`config.mk`:
```
export PLATFORM = sky130hd
export DESIGN_NAME = wrap_serializer
export DESIGN_NICKNAME = d
export VERILOG_FILES = /design/src/rtl/wrap_ser_pkg.sv /design/src/rtl/ws_capture.sv /design/src/rtl/ws_shifter.sv /design/src/rtl/ws_outstage.sv /design/src/rtl/wrap_serializer.sv
export SDC_FILE = /design/constraint.sdc
export NUM_CORES = 1
export LEC_CHECK = 0
export ABC_AREA = 0
export CORE_MARGIN = 2
export CORE_UTILIZATION = 30
export DETAILED_ROUTE_END_ITERATION = 16
export GPL_ROUTABILITY_DRIVEN = 0
export GPL_TIMING_DRIVEN = 0
export PLACE_DENSITY_LB_ADDON = 0.05
export SYNTH_ARGS = -nofsm -noshare
export SYNTH_HDL_FRONTEND = slang
export SYNTH_SLANG_ARGS = --single-unit
export TNS_END_PERCENT = 10
```
`constraint.sdc`:
```
create_clock -name clk_i -period 3.75 [get_ports clk_i]
set_clock_uncertainty 0.1 [all_clocks]
set_input_delay 0.75 -clock clk_i [delete_from_list [all_inputs] [get_ports clk_i]]
set_output_delay 0.75 -clock clk_i [all_outputs]
set_load 0.02 [all_outputs]
```
`src/rtl/wrap_ser_pkg.sv`:
```
package wrap_ser_pkg;
  typedef enum logic {
    PATH_LINE = 1'b0,
    PATH_LOOP = 1'b1
  } path_e;
endpackage

```
`src/rtl/ws_capture.sv`:
```
module ws_capture #(
  parameter int WORD_W   = 10,
  parameter int LOAD_DLY = 3
) (
  input  logic              clk_i,
  input  logic              rst_ni,
  input  logic              stb_i,
  input  logic [WORD_W-1:0] word_i,
  output logic [WORD_W-1:0] hold_o,
  output logic              load_o
);
  logic [WORD_W-1:0]   hold_q;
  logic [LOAD_DLY-1:0] pipe_q;

  always_ff @(posedge clk_i or negedge rst_ni) begin
    if (!rst_ni)    hold_q <= '0;
    else if (stb_i) hold_q <= word_i;
  end

  generate
    if (LOAD_DLY == 1) begin : g_dly1
      always_ff @(posedge clk_i or negedge rst_ni) begin
        if (!rst_ni) pipe_q <= '0;
        else         pipe_q <= stb_i;
      end
    end else begin : g_dlyn
      always_ff @(posedge clk_i or negedge rst_ni) begin
        if (!rst_ni) pipe_q <= '0;
        else         pipe_q <= {pipe_q[LOAD_DLY-2:0], stb_i};
      end
    end
  endgenerate

  assign hold_o = hold_q;
  assign load_o = pipe_q[LOAD_DLY-1];

  // the holding register takes the word only on a strobe
  a_r2_capture_on_stb: assert property (@(posedge clk_i) disable iff (!rst_ni)
    stb_i |=> hold_o == $past(word_i));
  a_r2_hold_stable: assert property (@(posedge clk_i) disable iff (!rst_ni)
    !stb_i |=> $stable(hold_o));
endmodule

```
`src/rtl/ws_shifter.sv`:
```
module ws_shifter
  import wrap_ser_pkg::*;
#(
  parameter int WORD_W = 10
) (
  input  logic              clk_i,
  input  logic              rst_ni,
  input  logic              load_i,
  input  logic [WORD_W-1:0] hold_i,
  input  logic              wrap_i,
  output logic              bit_o,
  output logic              vld_o,
  output path_e             path_o
);
  localparam int CNT_W = $clog2(WORD_W + 1);
  localparam logic [CNT_W-1:0] CNT_IDLE = CNT_W'(WORD_W);
  localparam logic [CNT_W-1:0] CNT_LAST = CNT_W'(WORD_W - 1);

  logic [WORD_W-1:0] sh_q;
  logic [CNT_W-1:0]  cnt_q;
  path_e             path_q;

  always_ff @(posedge clk_i or negedge rst_ni) begin
    if (!rst_ni) begin
      sh_q   <= '1;
      cnt_q  <= CNT_IDLE;
      path_q <= PATH_LINE;
    end else if (load_i) begin
      sh_q   <= hold_i;
      cnt_q  <= '0;
      path_q <= wrap_i ? PATH_LOOP : PATH_LINE;
    end else begin
      sh_q <= {1'b1, sh_q[WORD_W-1:1]};
      if (cnt_q != CNT_IDLE) cnt_q <= cnt_q + 1'b1;
    end
  end

  assign bit_o  = sh_q[0];
  assign vld_o  = (cnt_q != CNT_IDLE);
  assign path_o = path_q;

  // a new word loads only at a word seam or from idle
  a_r4_load_at_seam: assert property (@(posedge clk_i) disable iff (!rst_ni)
    load_i |-> (cnt_q == CNT_LAST || cnt_q == CNT_IDLE));
  // first bit presented after a load is bit 0 of the held word
  a_r3_lsb_first: assert property (@(posedge clk_i) disable iff (!rst_ni)
    load_i |=> bit_o == $past(hold_i[0]));
  // path is frozen inside a word
  a_r7_path_frozen: assert property (@(posedge clk_i) disable iff (!rst_ni)
    !load_i |=> $stable(path_o));
endmodule

```
`src/rtl/ws_outstage.sv`:
```
module ws_outstage
  import wrap_ser_pkg::*;
(
  input  logic  clk_i,
  input  logic  rst_ni,
  input  logic  bit_i,
  input  logic  vld_i,
  input  path_e path_i,
  output logic  line_p_o,
  output logic  line_n_o,
  output logic  loop_o
);
  logic line_p_q, line_n_q, loop_q;

  always_ff @(posedge clk_i or negedge rst_ni) begin
    if (!rst_ni) begin
      line_p_q <= 1'b1;
      line_n_q <= 1'b0;
      loop_q   <= 1'b1;
    end else if (!vld_i) begin
      line_p_q <= 1'b1;
      line_n_q <= 1'b0;
      loop_q   <= 1'b1;
    end else begin
      case (path_i)
        PATH_LOOP: begin
          line_p_q <= 1'b1;
          line_n_q <= 1'b0;
          loop_q   <= bit_i;
        end
        default: begin
          line_p_q <= bit_i;
          line_n_q <= ~bit_i;
          loop_q   <= 1'b1;
        end
      endcase
    end
  end

  assign line_p_o = line_p_q;
  assign line_n_o = line_n_q;
  assign loop_o   = loop_q;

  // wrap parks the line pair high
  a_r5_line_parked: assert property (@(posedge clk_i) disable iff (!rst_ni)
    (vld_i && path_i == PATH_LOOP) |=> (line_p_o && !line_n_o));
  // normal mode leaves loopback idle
  a_r6_loop_idle: assert property (@(posedge clk_i) disable iff (!rst_ni)
    (path_i == PATH_LINE) |=> loop_o);
  // no active bit means idle high on both paths
  a_r8_idle_high: assert property (@(posedge clk_i) disable iff (!rst_ni)
    !vld_i |=> (line_p_o && loop_o));
endmodule

```
`src/rtl/wrap_serializer.sv`:
```
module wrap_serializer
  import wrap_ser_pkg::*;
#(
  parameter int WORD_W   = 10,
  parameter int LOAD_DLY = 3
) (
  input  logic              clk_i,
  input  logic              rst_ni,
  input  logic              word_stb_i,
  input  logic [WORD_W-1:0] word_i,
  input  logic              wrap_en_i,
  output logic              line_p_o,
  output logic              line_n_o,
  output logic              loop_o
);
  logic [WORD_W-1:0] hold;
  logic              load;
  logic              sbit;
  logic              svld;
  path_e             spath;

  ws_capture #(.WORD_W(WORD_W), .LOAD_DLY(LOAD_DLY)) i_capture (
    .clk_i  (clk_i),
    .rst_ni (rst_ni),
    .stb_i  (word_stb_i),
    .word_i (word_i),
    .hold_o (hold),
    .load_o (load)
  );

  ws_shifter #(.WORD_W(WORD_W)) i_shifter (
    .clk_i  (clk_i),
    .rst_ni (rst_ni),
    .load_i (load),
    .hold_i (hold),
    .wrap_i (wrap_en_i),
    .bit_o  (sbit),
    .vld_o  (svld),
    .path_o (spath)
  );

  ws_outstage i_outstage (
    .clk_i    (clk_i),
    .rst_ni   (rst_ni),
    .bit_i    (sbit),
    .vld_i    (svld),
    .path_i   (spath),
    .line_p_o (line_p_o),
    .line_n_o (line_n_o),
    .loop_o   (loop_o)
  );

  // line pair always complementary
  a_r9_complement: assert property (@(posedge clk_i) disable iff (!rst_ni)
    line_p_o != line_n_o);
endmodule

```
======== After elaboration in Yosys (flattened, before gate mapping) ========
Cells that the tools add are included.
storage, ports and cells
  output and inout bits ................... 3
  register bits ........................... 31
  memory bits (read-only) ................. 0
  memories ................................ 0
  bits in latches ......................... 0
  bits in writable memories ............... 0
cells by class
  divide/modulo/power cells ............... 0
  equal/unequal tests ..................... 1
  shifts and indexed selects .............. 0
  bitwise operators ....................... 1
  reduce and logical (&&, ||, !) cells .... 1
  muxes and demuxes ....................... 10
  multiply operators ...................... 0
  magnitude comparators ................... 0
  add/sub/neg operators ................... 1
operators with widths
  cell                                         number
  two-way mux 10 bit                           1
  two-way mux 4 bit                            2
  two-way mux 1 bit                            7
  adder 4 x 1 -> 4 bit, second input constant  1
  != test 4 bit, second input constant         1
  nonzero test 2 bit                           1
  inverter 1 bit                               1

======== Longest topological paths before layout ========
  depth after elaboration ................. 3
  gate-level depth with buffers ........... 5
  depth with buffers taken out ............ 5

======== Hierarchy ========
Synthesis repeated with hierarchy kept, for this count alone.
second synthesis, totals
  cell total of the unflattened synthesis .. 73
  area total of the unflattened synthesis .. 1,249.9 µm²
modules (own cells, without submodules)
  module       times used  area an instance (µm²)  seq. area each (µm²)  cells an instance
  ws_shifter   1           661.9                   390.4                 43
  ws_capture   1           486.7                   325.3                 24
  ws_outstage  1           101.3                   77.6                  6

======== Worst setup path before layout ========
Ideal clock, no wire load.
  path kind ............................... input to register
  start point ............................. in word_stb_i
  end point ............................... reg i_capture.hold_q[0], in the netlist i_capture.hold_o[0]
  stages .................................. 2
  path buffers ............................ 1
  path slack .............................. 2.251 ns
  data arrival time ....................... 1.274 ns
  library setup time ...................... 0.125 ns
  cell sequence ........................... buf_2 mux2_2
RTL lines
  element               RTL line              text
  from (decl)           wrap_serializer.sv:9  input logic word_stb_i,
  to (signal assigned)  ws_capture.sv:17      else if (stb_i) hold_q <= word_i;
  to (decl)             ws_capture.sv:12      logic [WORD_W-1:0] hold_q;
No word-level cell between the ends.

======== Final worst setup path ========
  start point ............................. reg i_outstage.loop_q, in the netlist i_outstage.loop_o
  end point ............................... out loop_o
RTL lines
  element                 RTL line               text
  from (decl)             ws_outstage.sv:13      logic line_p_q, line_n_q, loop_q;
  from (signal assigned)  ws_outstage.sv:29      loop_q <= bit_i;
  to (decl)               wrap_serializer.sv:14  output logic loop_o
No word-level cell between the ends.

==> flow_summary.ini <==
[clock_tree]
cts.sinks = 31
htreeDepth = 2
cts_setup_buffers = 0
clk_path_buf_depth = 2
root_buffer = clkbuf_8
clk_latency_ps = 270
cts_buffers = 5
cts.clk_slew.worst_paths_ps = 60
cts_hold_buf = 0
cts_resized = 0
cts_tree = built

[placed_design]
post-place-ws_ps = 1260
hpwl_um = 1140
port_buffers = 16
placed_area_um2 = 1390

[setup_path]
cp_slowest_stage_delay_ps = 590
timing.reg2reg.worst_path_depth = 5
critical_path_buf_inv_count = 1
crit_path_end_kind = primary output
r2r-end = i_outstage.line_n_o
path_max_fanout = 1
arrival_ps = 1370
r2r_setup_slack_ps = 2290
r2r_start = i_shifter.cnt_q[0]
worst_setup_path_start_kind = register
cp_slowest_cell = clkdlybuf4s50_1
path_cells = clkdlybuf4s50_1
cp.required_ps = 2900
path_class = register to primary output
crit_cells = 1
crit_family = buffers and inverters

[min_path]
min_path_cells = 0
hp-class = register to register
min_to = i_capture.pipe_q[2]
min_from = i_capture.pipe_q[1]

[synth]
seq_area_frac_synth_pct = 67.8
yosysTopAreaCellShare_pct = 36.4
synthArstFlopShare_pct = 100
synth_area_leader_cell = dfrtp_1
synthCells = 75
synth_seq_cells = 31
syn_nets = 91
post-synth-top-count-cell = mux2_2
synth_area_per_cell_um2 = 15.6
synth_common_cells = 20 x mux2_2, 17 x dfrtp_1, 14 x dfstp_2
synth_edf_count = 0
syn_area_um2 = 1170
yosysUniqueCellTypes = 19
synth-main-ff-cell = dfrtp_1
synthTopCellsByArea = dfrtp_1 36%, dfstp_2 31%, mux2_2 19%
ys_warn_count = 0

[power_and_ir_drop]
vdd_drop_max_mv = 0.256
p_int_w = 0.000598
total_power_w = 0.000752
p_sw_share_pct = 20.5
comb_power_share_pct = 10.5
power.leakage_nw = 0.613
seq_power_share_pct = 52.6
p_sw_w = 0.000154
p_per_area_nw_per_um2 = 506
pwr-share-clk_pct = 36.8

[timing]
fin_ws_ps = 1530
period_minus_slack_ps = 2220
maxSlewViolCount = 0
relSlewSlack_pct = 55.2
fin_crit_sh_pct = 59.1
max_slew.worst_pin.slew_ps = 672
finalSetupViolations = 0
setup_tns_ps = 0
hold_violations = 0
grt_setup_unrepaired = false
max_freq_ghz = 0.451

[routing]
ant_nets = 0
dr.first_iter.drc_count = 28
drc = 0
via_per_inst = 4.29
vias = 631
wirelength_um = 1710
wl_per_cell_um = 11.6
drt_first_pass_iters = 3

[global_routing]
grt.overflow.total = 0
grt.total_usage_pct = 9.68
grt_max_degree = 32
grt_pass1_wl_um = 3010
antenna_found_initial = 0
grt_pass1_vias = 662

[cells_and_area]
fill_cells = 361
final_nets = 114
diodes = 0
layout-drive-gt1-share_pct = 48.5
area_delta_synth_final_pct = 27.0
regArea_um2 = 793
final_area_um2 = 1490
utilization_pct = 40.0
multiInputGateArea_um2 = 354

[die]
die_w_um = 66.4
pin_count = 17
rows = 22
initial_core_util_pct = 31.5
fp.dieH_um = 66.4
core_um2 = 3720
dieArea_um2 = 4410

[status]
status = completed

[flow_run]
drv_cap = 0
-- placed cells by master, fill, tap and decap left out, drive strengths merged --
cell / netlist / layout
dfrtp: 17 / 17
mux2: 20 / 20
buf: 3 / 4
clkdlybuf4s50: 0 / 15
or2: 1 / 1
ha: 2 / 2
nand2b: 1 / 1
inv: 2 / 2
and3b: 1 / 1
nand3: 1 / 1
dfstp: 14 / 14
or3: 1 / 1
a21oi: 2 / 2
nand3b: 1 / 1
clkbuf: 0 / 8
nand2: 3 / 3
xnor2: 1 / 1
nor2: 3 / 3
xor2: 1 / 1
or2b: 1 / 1
-- state kept, by name (all words and copies together), names as in the netlist --
name and count:
i_outstage.line_n_o 1, i_shifter.path_o 1, i_capture.hold_o 10, i_shifter.cnt_q 4, i_outstage.line_p_o 1, i_outstage.loop_o 1, i_shifter.sh_q 10, i_capture.pipe_q 3
-- power by group through the flow --
stage / Clock [W] / Sequential, W / Combinational [W]
3_5_place_dp: 0 / 0.000402 / 0.0000820
5_1_grt: 0.000310 / 0.000400 / 0.0000886
3_3_place_gp: 0 / 0.000401 / 0.0000810
2_1_floorplan: 0 / 0.000403 / 0.0000422
6_report: 0.000277 / 0.000396 / 0.0000793
4_1_cts: 0.000292 / 0.000397 / 0.0000823
-- area by class of cell --
type / count / area share, %
well taps: 48 / 4.04
multi-input cells: 39 / 23.8
plain buffers: 3 / 1.01
inverters: 2 / 0.505
repair buffers: 16 / 10.4
clock buffers: 8 / 6.74
flip-flops and latches: 31 / 53.4
-- per-stage QoR --
stage	hold slack [ps]	instances
floorplan	231	75
global placement	237	139
detailed placement	242	139
CTS	256	147
global route	273	147
finish	253	147
-- cell families (layout without fill, tap and decap cells) --
logic type / after synthesis / after routing / synth area share [%]
buf+inv: 5 / 29 / 1.92
compound gates: 2 / 2 / 0.856
fa+ha+maj: 2 / 2 / 2.14
simple gates: 13 / 13 / 6.52
mux: 20 / 20 / 19.3
flops: 31 / 31 / 67.8
xor+xnor: 2 / 2 / 1.50
-- worst max-delay path by stage --
| stage | startpoint | endpoint |
|---|---|---|
| after floorplan | word_stb_i | i_capture.hold_o[0] |
| after global placement | rst_ni | i_capture.hold_o[6] |
| after detailed placement | rst_ni | i_capture.hold_o[5] |
| after CTS | i_outstage.loop_o | loop_o |
| after global routing | i_outstage.loop_o | loop_o |
| final | i_outstage.loop_o | loop_o |
-- routing by layer --
metal	track usage (%)	part of all wire, %	vias up
li1	-	-	294
met3	5.28	4.8	2
met1	10.4	43	322
met5	0	0	-
met2	15.5	52	13
met4	4.59	0.70	0
Power figures use the tool's default switching activity.
